## src/rtl/simd_pkg.sv

```systemverilog
package simd_pkg;

    typedef struct packed {
        logic sub;
        logic signd;
        logic sat;
    } lane_op_t;

    typedef enum logic [2:0] {
        CLAMP_NONE = 3'd0,
        CLAMP_ONES = 3'd1,
        CLAMP_ZERO = 3'd2,
        CLAMP_SMAX = 3'd3,
        CLAMP_SMIN = 3'd4
    } clamp_t;

    // Decide which bound a lane is forced to, from its overflow indications.
    function automatic clamp_t pick_clamp(lane_op_t op, logic s_ovf, logic u_ovf, logic a_sign);
        if (!op.sat) return CLAMP_NONE;
        if (op.signd) begin
            if (!s_ovf) return CLAMP_NONE;
            return a_sign ? CLAMP_SMIN : CLAMP_SMAX;
        end
        if (!u_ovf) return CLAMP_NONE;
        return op.sub ? CLAMP_ZERO : CLAMP_ONES;
    endfunction

endpackage

```

## src/rtl/simd_seg_adder.sv

```systemverilog
module simd_seg_adder #(
    parameter  int SEG_W   = 8,
    parameter  int NUM_SEG = 8,
    localparam int LOG_SEG = $clog2(NUM_SEG),
    localparam int DATA_W  = SEG_W * NUM_SEG
) (
    input  logic               clk,
    input  logic               rst,
    input  logic [DATA_W-1:0]  a,
    input  logic [DATA_W-1:0]  b,
    input  logic [LOG_SEG-1:0] lane_mask,
    input  logic               sub,
    output logic [DATA_W-1:0]  sum,
    output logic [NUM_SEG-1:0] s_ovf,
    output logic [NUM_SEG-1:0] u_ovf,
    output logic [NUM_SEG-1:0] a_sign
);

    logic [NUM_SEG-1:0] cout;
    logic [NUM_SEG-1:0] cin;
    logic [NUM_SEG-1:0] base;

    for (genvar s = 0; s < NUM_SEG; s++) begin : g_seg
        logic [SEG_W-1:0] a_seg;
        logic [SEG_W-1:0] b_seg;
        logic [SEG_W-1:0] b_eff;
        logic [SEG_W-1:0] s_seg;
        logic [SEG_W:0]   wide;

        assign a_seg   = a[s*SEG_W +: SEG_W];
        assign b_seg   = b[s*SEG_W +: SEG_W];
        assign b_eff   = b_seg ^ {SEG_W{sub}};
        assign base[s] = ((LOG_SEG'(s) & lane_mask) == '0);

        if (s == 0) begin : g_first
            assign cin[s] = sub;
        end else begin : g_rest
            // a lane's lowest segment restarts the chain
            assign cin[s] = base[s] ? sub : cout[s-1];
        end

        assign wide      = {1'b0, a_seg} + {1'b0, b_eff} + {{SEG_W{1'b0}}, cin[s]};
        assign s_seg     = wide[SEG_W-1:0];
        assign cout[s]   = wide[SEG_W];
        assign sum[s*SEG_W +: SEG_W] = s_seg;
        assign a_sign[s] = a_seg[SEG_W-1];
        assign s_ovf[s]  = (a_seg[SEG_W-1] == b_eff[SEG_W-1]) && (s_seg[SEG_W-1] != a_seg[SEG_W-1]);
        assign u_ovf[s]  = cout[s] ^ sub;


        lane_iso_chk: assert property (@(posedge clk) disable iff (rst)
            base[s] |-> (s_seg == (sub ? SEG_W'(a_seg - b_seg) : SEG_W'(a_seg + b_seg))));
    end

endmodule

```

## src/rtl/simd_lane_sat.sv

```systemverilog
module simd_lane_sat
    import simd_pkg::*;
#(
    parameter  int SEG_W   = 8,
    parameter  int NUM_SEG = 8,
    localparam int LOG_SEG = $clog2(NUM_SEG),
    localparam int DATA_W  = SEG_W * NUM_SEG
) (
    input  logic               clk,
    input  logic               rst,
    input  logic [DATA_W-1:0]  sum,
    input  logic [NUM_SEG-1:0] s_ovf,
    input  logic [NUM_SEG-1:0] u_ovf,
    input  logic [NUM_SEG-1:0] a_sign,
    input  logic [LOG_SEG-1:0] lane_mask,
    input  lane_op_t           op,
    output logic [DATA_W-1:0]  res,
    output logic [NUM_SEG-1:0] flag
);

    for (genvar s = 0; s < NUM_SEG; s++) begin : g_seg
        logic [LOG_SEG-1:0] top_idx;
        logic               is_top;
        logic               is_base;
        clamp_t             kind;
        logic [SEG_W-1:0]   seg_in;
        logic [SEG_W-1:0]   seg_out;

        assign top_idx = LOG_SEG'(s) | lane_mask;
        assign is_top  = ((LOG_SEG'(s) & lane_mask) == lane_mask);
        assign is_base = ((LOG_SEG'(s) & lane_mask) == '0);
        assign seg_in  = sum[s*SEG_W +: SEG_W];
        // overflow state is only valid in the lane's top segment
        assign kind    = pick_clamp(op, s_ovf[top_idx], u_ovf[top_idx], a_sign[top_idx]);

        always_comb begin
            case (kind)
                CLAMP_ONES: seg_out = '1;
                CLAMP_ZERO: seg_out = '0;
                CLAMP_SMAX: seg_out = is_top ? {1'b0, {(SEG_W-1){1'b1}}} : '1;
                CLAMP_SMIN: seg_out = is_top ? {1'b1, {(SEG_W-1){1'b0}}} : '0;
                default:    seg_out = seg_in;
            endcase
        end

        assign res[s*SEG_W +: SEG_W] = seg_out;
        assign flag[s] = (kind != CLAMP_NONE);


        uns_add_clamp_chk: assert property (@(posedge clk) disable iff (rst)
            (flag[s] && !op.signd && !op.sub) |-> (seg_out == '1));

        uns_sub_clamp_chk: assert property (@(posedge clk) disable iff (rst)
            (flag[s] && !op.signd && op.sub) |-> (seg_out == '0));
        // the clamp's sign follows operand a's sign
        sgn_clamp_dir_chk: assert property (@(posedge clk) disable iff (rst)
            (flag[s] && op.signd && is_top) |-> (seg_out[SEG_W-1] == a_sign[s]));

        if (s > 0) begin : g_uni

            lane_flag_uni_chk: assert property (@(posedge clk) disable iff (rst)
                !is_base |-> (flag[s] == flag[s-1]));
        end
    end

endmodule

```

## src/rtl/simd_sat_adder.sv

```systemverilog
module simd_sat_adder
    import simd_pkg::*;
#(
    parameter  int SEG_W   = 8,
    parameter  int NUM_SEG = 8,
    localparam int LOG_SEG = $clog2(NUM_SEG),
    localparam int MODE_W  = $clog2(LOG_SEG + 1),
    localparam int DATA_W  = SEG_W * NUM_SEG
) (
    input  logic               clk,
    input  logic               rst,
    input  logic [DATA_W-1:0]  op_a,
    input  logic [DATA_W-1:0]  op_b,
    input  logic [MODE_W-1:0]  lane_mode,
    input  logic               do_sub,
    input  logic               is_signed,
    input  logic               sat_en,
    output logic [DATA_W-1:0]  result,
    output logic [NUM_SEG-1:0] sat_flag
);

    logic [LOG_SEG-1:0] lane_mask;
    lane_op_t           op;
    logic [DATA_W-1:0]  raw_sum;
    logic [DATA_W-1:0]  lane_res;
    logic [NUM_SEG-1:0] s_ovf;
    logic [NUM_SEG-1:0] u_ovf;
    logic [NUM_SEG-1:0] a_sign;
    logic [NUM_SEG-1:0] lane_flag;

    // segments per lane minus one; modes past the top saturate to full width
    always_comb begin
        lane_mask = '0;
        for (int i = 0; i < LOG_SEG; i++) begin
            if (int'(lane_mode) > i) lane_mask[i] = 1'b1;
        end
    end

    assign op = '{sub: do_sub, signd: is_signed, sat: sat_en};

    simd_seg_adder #(.SEG_W(SEG_W), .NUM_SEG(NUM_SEG)) u_add (
        .clk       (clk),
        .rst       (rst),
        .a         (op_a),
        .b         (op_b),
        .lane_mask (lane_mask),
        .sub       (do_sub),
        .sum       (raw_sum),
        .s_ovf     (s_ovf),
        .u_ovf     (u_ovf),
        .a_sign    (a_sign)
    );

    simd_lane_sat #(.SEG_W(SEG_W), .NUM_SEG(NUM_SEG)) u_sat (
        .clk       (clk),
        .rst       (rst),
        .sum       (raw_sum),
        .s_ovf     (s_ovf),
        .u_ovf     (u_ovf),
        .a_sign    (a_sign),
        .lane_mask (lane_mask),
        .op        (op),
        .res       (lane_res),
        .flag      (lane_flag)
    );

    always_ff @(posedge clk) begin
        if (rst) begin
            result   <= '0;
            sat_flag <= '0;
        end else begin
            result   <= lane_res;
            sat_flag <= lane_flag;
        end
    end


    rst_clear_chk: assert property (@(posedge clk)
        rst |=> (result == '0 && sat_flag == '0));

    wrap_flag_chk: assert property (@(posedge clk) disable iff (rst)
        !sat_en |=> (sat_flag == '0));

endmodule

```

## config.mk

```make
export PLATFORM = sky130hd
export DESIGN_NAME = simd_sat_adder
export DESIGN_NICKNAME = d
export VERILOG_FILES = /design/src/rtl/simd_pkg.sv /design/src/rtl/simd_seg_adder.sv /design/src/rtl/simd_lane_sat.sv /design/src/rtl/simd_sat_adder.sv
export SDC_FILE = /design/constraint.sdc
export NUM_CORES = 1
export LEC_CHECK = 0
export BUFFER_PORTS_ARGS = -buffer_cell sky130_fd_sc_hd__buf_4
export CAP_MARGIN = 5
export CORE_ASPECT_RATIO = 0.8
export CORE_MARGIN = 2
export CORE_UTILIZATION = 42
export CTS_CLUSTER_DIAMETER = 60
export DETAILED_ROUTE_END_ITERATION = 10
export PLACE_DENSITY = 0.68
export SLEW_MARGIN = 30
export SYNTH_ARGS = -nofsm -noshare
export SYNTH_HDL_FRONTEND = slang
export SYNTH_SLANG_ARGS = --single-unit
```

## constraint.sdc

```tcl
create_clock -name clk -period 21.4 [get_ports clk]
set_clock_uncertainty 0.1 [all_clocks]
set_input_delay 2.14 -clock clk [delete_from_list [all_inputs] [get_ports clk]]
set_output_delay 2.14 -clock clk [all_outputs]
set_load 0.005 [all_outputs]
```

==> summary.md <==
| Metric | Value |
|---|---|
| Share of layout cells above drive strength 1 | 0.2445 |
| Tmin final | 17.31 ns |
| CTS Root Cell | clkbuf_16 |
| Largest net degree at the start of global routing | 57 |
| Fin. Hold Viols | 0 |
| Register area share after synthesis | 0.2172 |
| Clk sinks | 72 |
| Worst VDD drop | 0.03698 mV |
| Mux contribution to synthesized area | 0.02319 |
| Worst EP required | 21.46 ns |
| Port Buf Inserts | 206 |
| Leading register cell type out of synthesis | dfxtp_1 |
| Adder-cell area share of the yosys netlist | 0.1546 |
| Die width | 144.6 um |
| FF/Latch Area | 1441 um^2 |
| Syn Inst Count | 807 |
| Initial Util | 0.4256 |
| Switch share | 0.3514 |
| Worst Setup Path Type | input port to flip-flop |
| Pint | 0.3743 mW |
| GRT overflow | 0 |
| DRC Markers | 0 |
| # nets final | 1203 |
| Top cells by area in the synthesized netlist | dfxtp_1 (22%), ha_1 (11%), xor2_1 (9.8%) |
| Post-synth top area share | 0.2172 |
| Core Box Area | 15600 um^2 |
| Largest area contributor in the netlist | dfxtp_1 |
| H-Tree Depth | 3 |
| Setup crit start kind | input port |
| Final period util | 0.8091 |
| Synth Area in XOR/XNOR | 0.1412 |
| Max-cap violations | 0 |
| CP arrival | 17.37 ns |
| Commonest non-fill, non-tap cell in the layout | buf_4 |
| Chip height | 116.4 um |
| Total track usage | 0.2309 |
| Slew Viols, Final | 0 |
| Netlist cell types | 76 |
| Slew @ Worst Pin | 0.8818 ns |
| Cts repair resizes | 0 |
| Synthesized area per cell | 8.225 um^2 |
| CP most frequent cell | fa_1 |
| Post-Syn Area | 6638 um^2 |
| Antenna-violating nets left | 0 |
| Slowest cell on the critical path | buf_4 |
| Initial antenna violation count | 0 |
| Post-synth EDFFs | 0 |
| Pwr dens | 67.03 nW/um^2 |
| Worst slew margin | 0.4121 |
| Status | finished, final reports clean |
| Detailed Routing Iterations Pass 1 | 5 |
| CTS tree | done |
| Multi-input logic area | 4947 um^2 |
| Simple-gate share of the synthesized area | 0.1659 |
| Syn nets | 1015 |
| Area growth, synth to finish | 29.71% |
| Die ar. | 16830 um^2 |
| Setup Viol. Count Final | 0 |
| Reg clk slew, reported paths | 0.05 ns |
| Vias in the first global route | 6206 |
| Std-Cell Rows | 41 |
| Clock network power share | 0.235 |
| Max clock buf depth | 2 |
| Yosys reg bits | 72 |
| Hold path startpoint | op_a[0] |
| Main combinational cell family by area after synthesis | compound AO/OA/AOI/OAI gates |
| Layout fillers | 1537 |
| Min-Delay Path Depth | 3 |
| Post-CTS Setup Bufs | 0 |
| WL/cell | 16.01 um |
| Power, Total | 0.5771 mW |
| Crit. End Element | flip-flop |
| CTS Hold Bufs | 0 |
| Ys async rst share | 0 |
| Dpl hpwl | 15130 um |
| Diodes inserted | 0 |
| Starting DRT DRC Count | 493 |
| FMAX | 57.75 MHz |
| Hold Crit Class | input port to flip-flop |
| Most frequent cells in the layout | buf_4 (208), xor2_1 (74), dfxtp_1 (72) |
| Unrepaired setup endpoints after global routing | no |
| Worst-path fanout max | 56 |
| Routed wire length | 19420 um |
| Comb pwr share | 0.470 |
| Vias post-DR | 6526 |
| Sequential power share | 0.295 |
| Post-route setup TNS | 0 ns |
| Pleak | 3.984 nW |
| Worst Hold Path EP | result[0] |
| Total CTS buffers | 9 |
| IO Pins | 207 |
| Synth Area in Compound Gates | 0.2594 |
| Psw | 0.2028 mW |
| Final Wtd Congestion | 0.9157 |
| Crit path largest cell delay | 0.73 ns |
| DR vias/cell | 5.380 |
| First-pass GRT wire length | 30840 um |
| Syn. warnings | 0 |
## synth_stat cells, types with 7 or more instances
cell type,instances
nand2b_1,26
nand2_1,44
nor3_1,17
xor2_1,74
ha_1,58
dfxtp_1,72
a21oi_1,56
clkbuf_1,25
nor2b_1,15
inv_1,34
o21bai_1,9
a211oi_1,7
xnor2_1,33
nand3_1,14
o31ai_1,12
fa_1,15
a21o_1,13
mux2i_1,12
nor2_1,69
o21a_1,13
o21ai_0,65
## worst max-delay path by stage
stage	to	cells after the start	from	slack, ns
finish	result[26]	65	do_sub	4.09
global placement	result[63]	65	do_sub	4.48
detailed placement	result[26]	65	do_sub	3.93
CTS	result[26]	65	do_sub	4.20
global route	result[26]	65	do_sub	2.67
floorplan	result[63]	67	do_sub	5.69
## metrics by stage
stage | util | cells | instance area [um^2] | worst slack, ns | hold slack (ns)
floorplan | - | 807 | 6638 | 5.686 | 2.238
global placement | 0.5352 | 1199 | 8347 | 4.475 | 2.374
detailed placement | 0.5357 | 1199 | 8354 | 3.926 | 2.374
CTS | 0.5521 | 1213 | 8610 | 4.199 | 2.008
global route | 0.5521 | 1213 | 8610 | 2.672 | 2.029
finish | 0.5521 | 1213 | 8610 | 4.085 | 2.012
## power by group through the flow
stage | Sequential, mW | Combinational, mW | Clock [mW]
after floorplan | 0.174 | 0.167 | 0
after global placement | 0.174 | 0.267 | 0
after detailed placement | 0.172 | 0.269 | 0
after CTS | 0.170 | 0.271 | 0.139
after global routing | 0.172 | 0.302 | 0.144
final | 0.170 | 0.271 | 0.136
## critical path, delay by kind of cell
kind | cells | cell delay (ns)
AO/OA/AOI/OAI | 28 | 7.43
adder cells (fa/ha/maj) | 16 | 4.53
AND/OR/NAND/NOR | 17 | 1.98
buffers and inverters | 3 | 1.10
XOR/XNOR | 1 | 0.16
## cells by family after synthesis
| family | count (synthesis) |
|---|---|
| multiplexers | 15 |
| flip-flops | 72 |
| adder cells (fa/ha/maj) | 73 |
| AO/OA/AOI/OAI | 251 |
| XOR/XNOR | 107 |
| AND/OR/NAND/NOR | 222 |
| buffers and inverters | 67 |
## sequential cells by signal (all words and copies together) (netlist names)
signal / cells
result: 64
sat_flag: 8
## per-layer routing
| layer | vias up | routed length [um] | GRT usage |
|---|---|---|---|
| li1 | 3264 | - | - |
| met1 | 3010 | 9322 | 0.3296 |
| met2 | 235 | 8397 | 0.3564 |
| met3 | 17 | 1493 | 0.05371 |
| met4 | 0 | 208 | 0.05049 |
| met5 | - | 0 | 0 |
## final cells by class
class	count	area share
inverters	36	0.01570
clock buffers	13	0.02907
multi-input cells	668	0.5746
repair buffers	208	0.1814
well taps	215	0.03125
flip-flops and latches	72	0.1674
clock inverters	1	0.0005813
No activity file was read; power rests on OpenSTA's default activity.
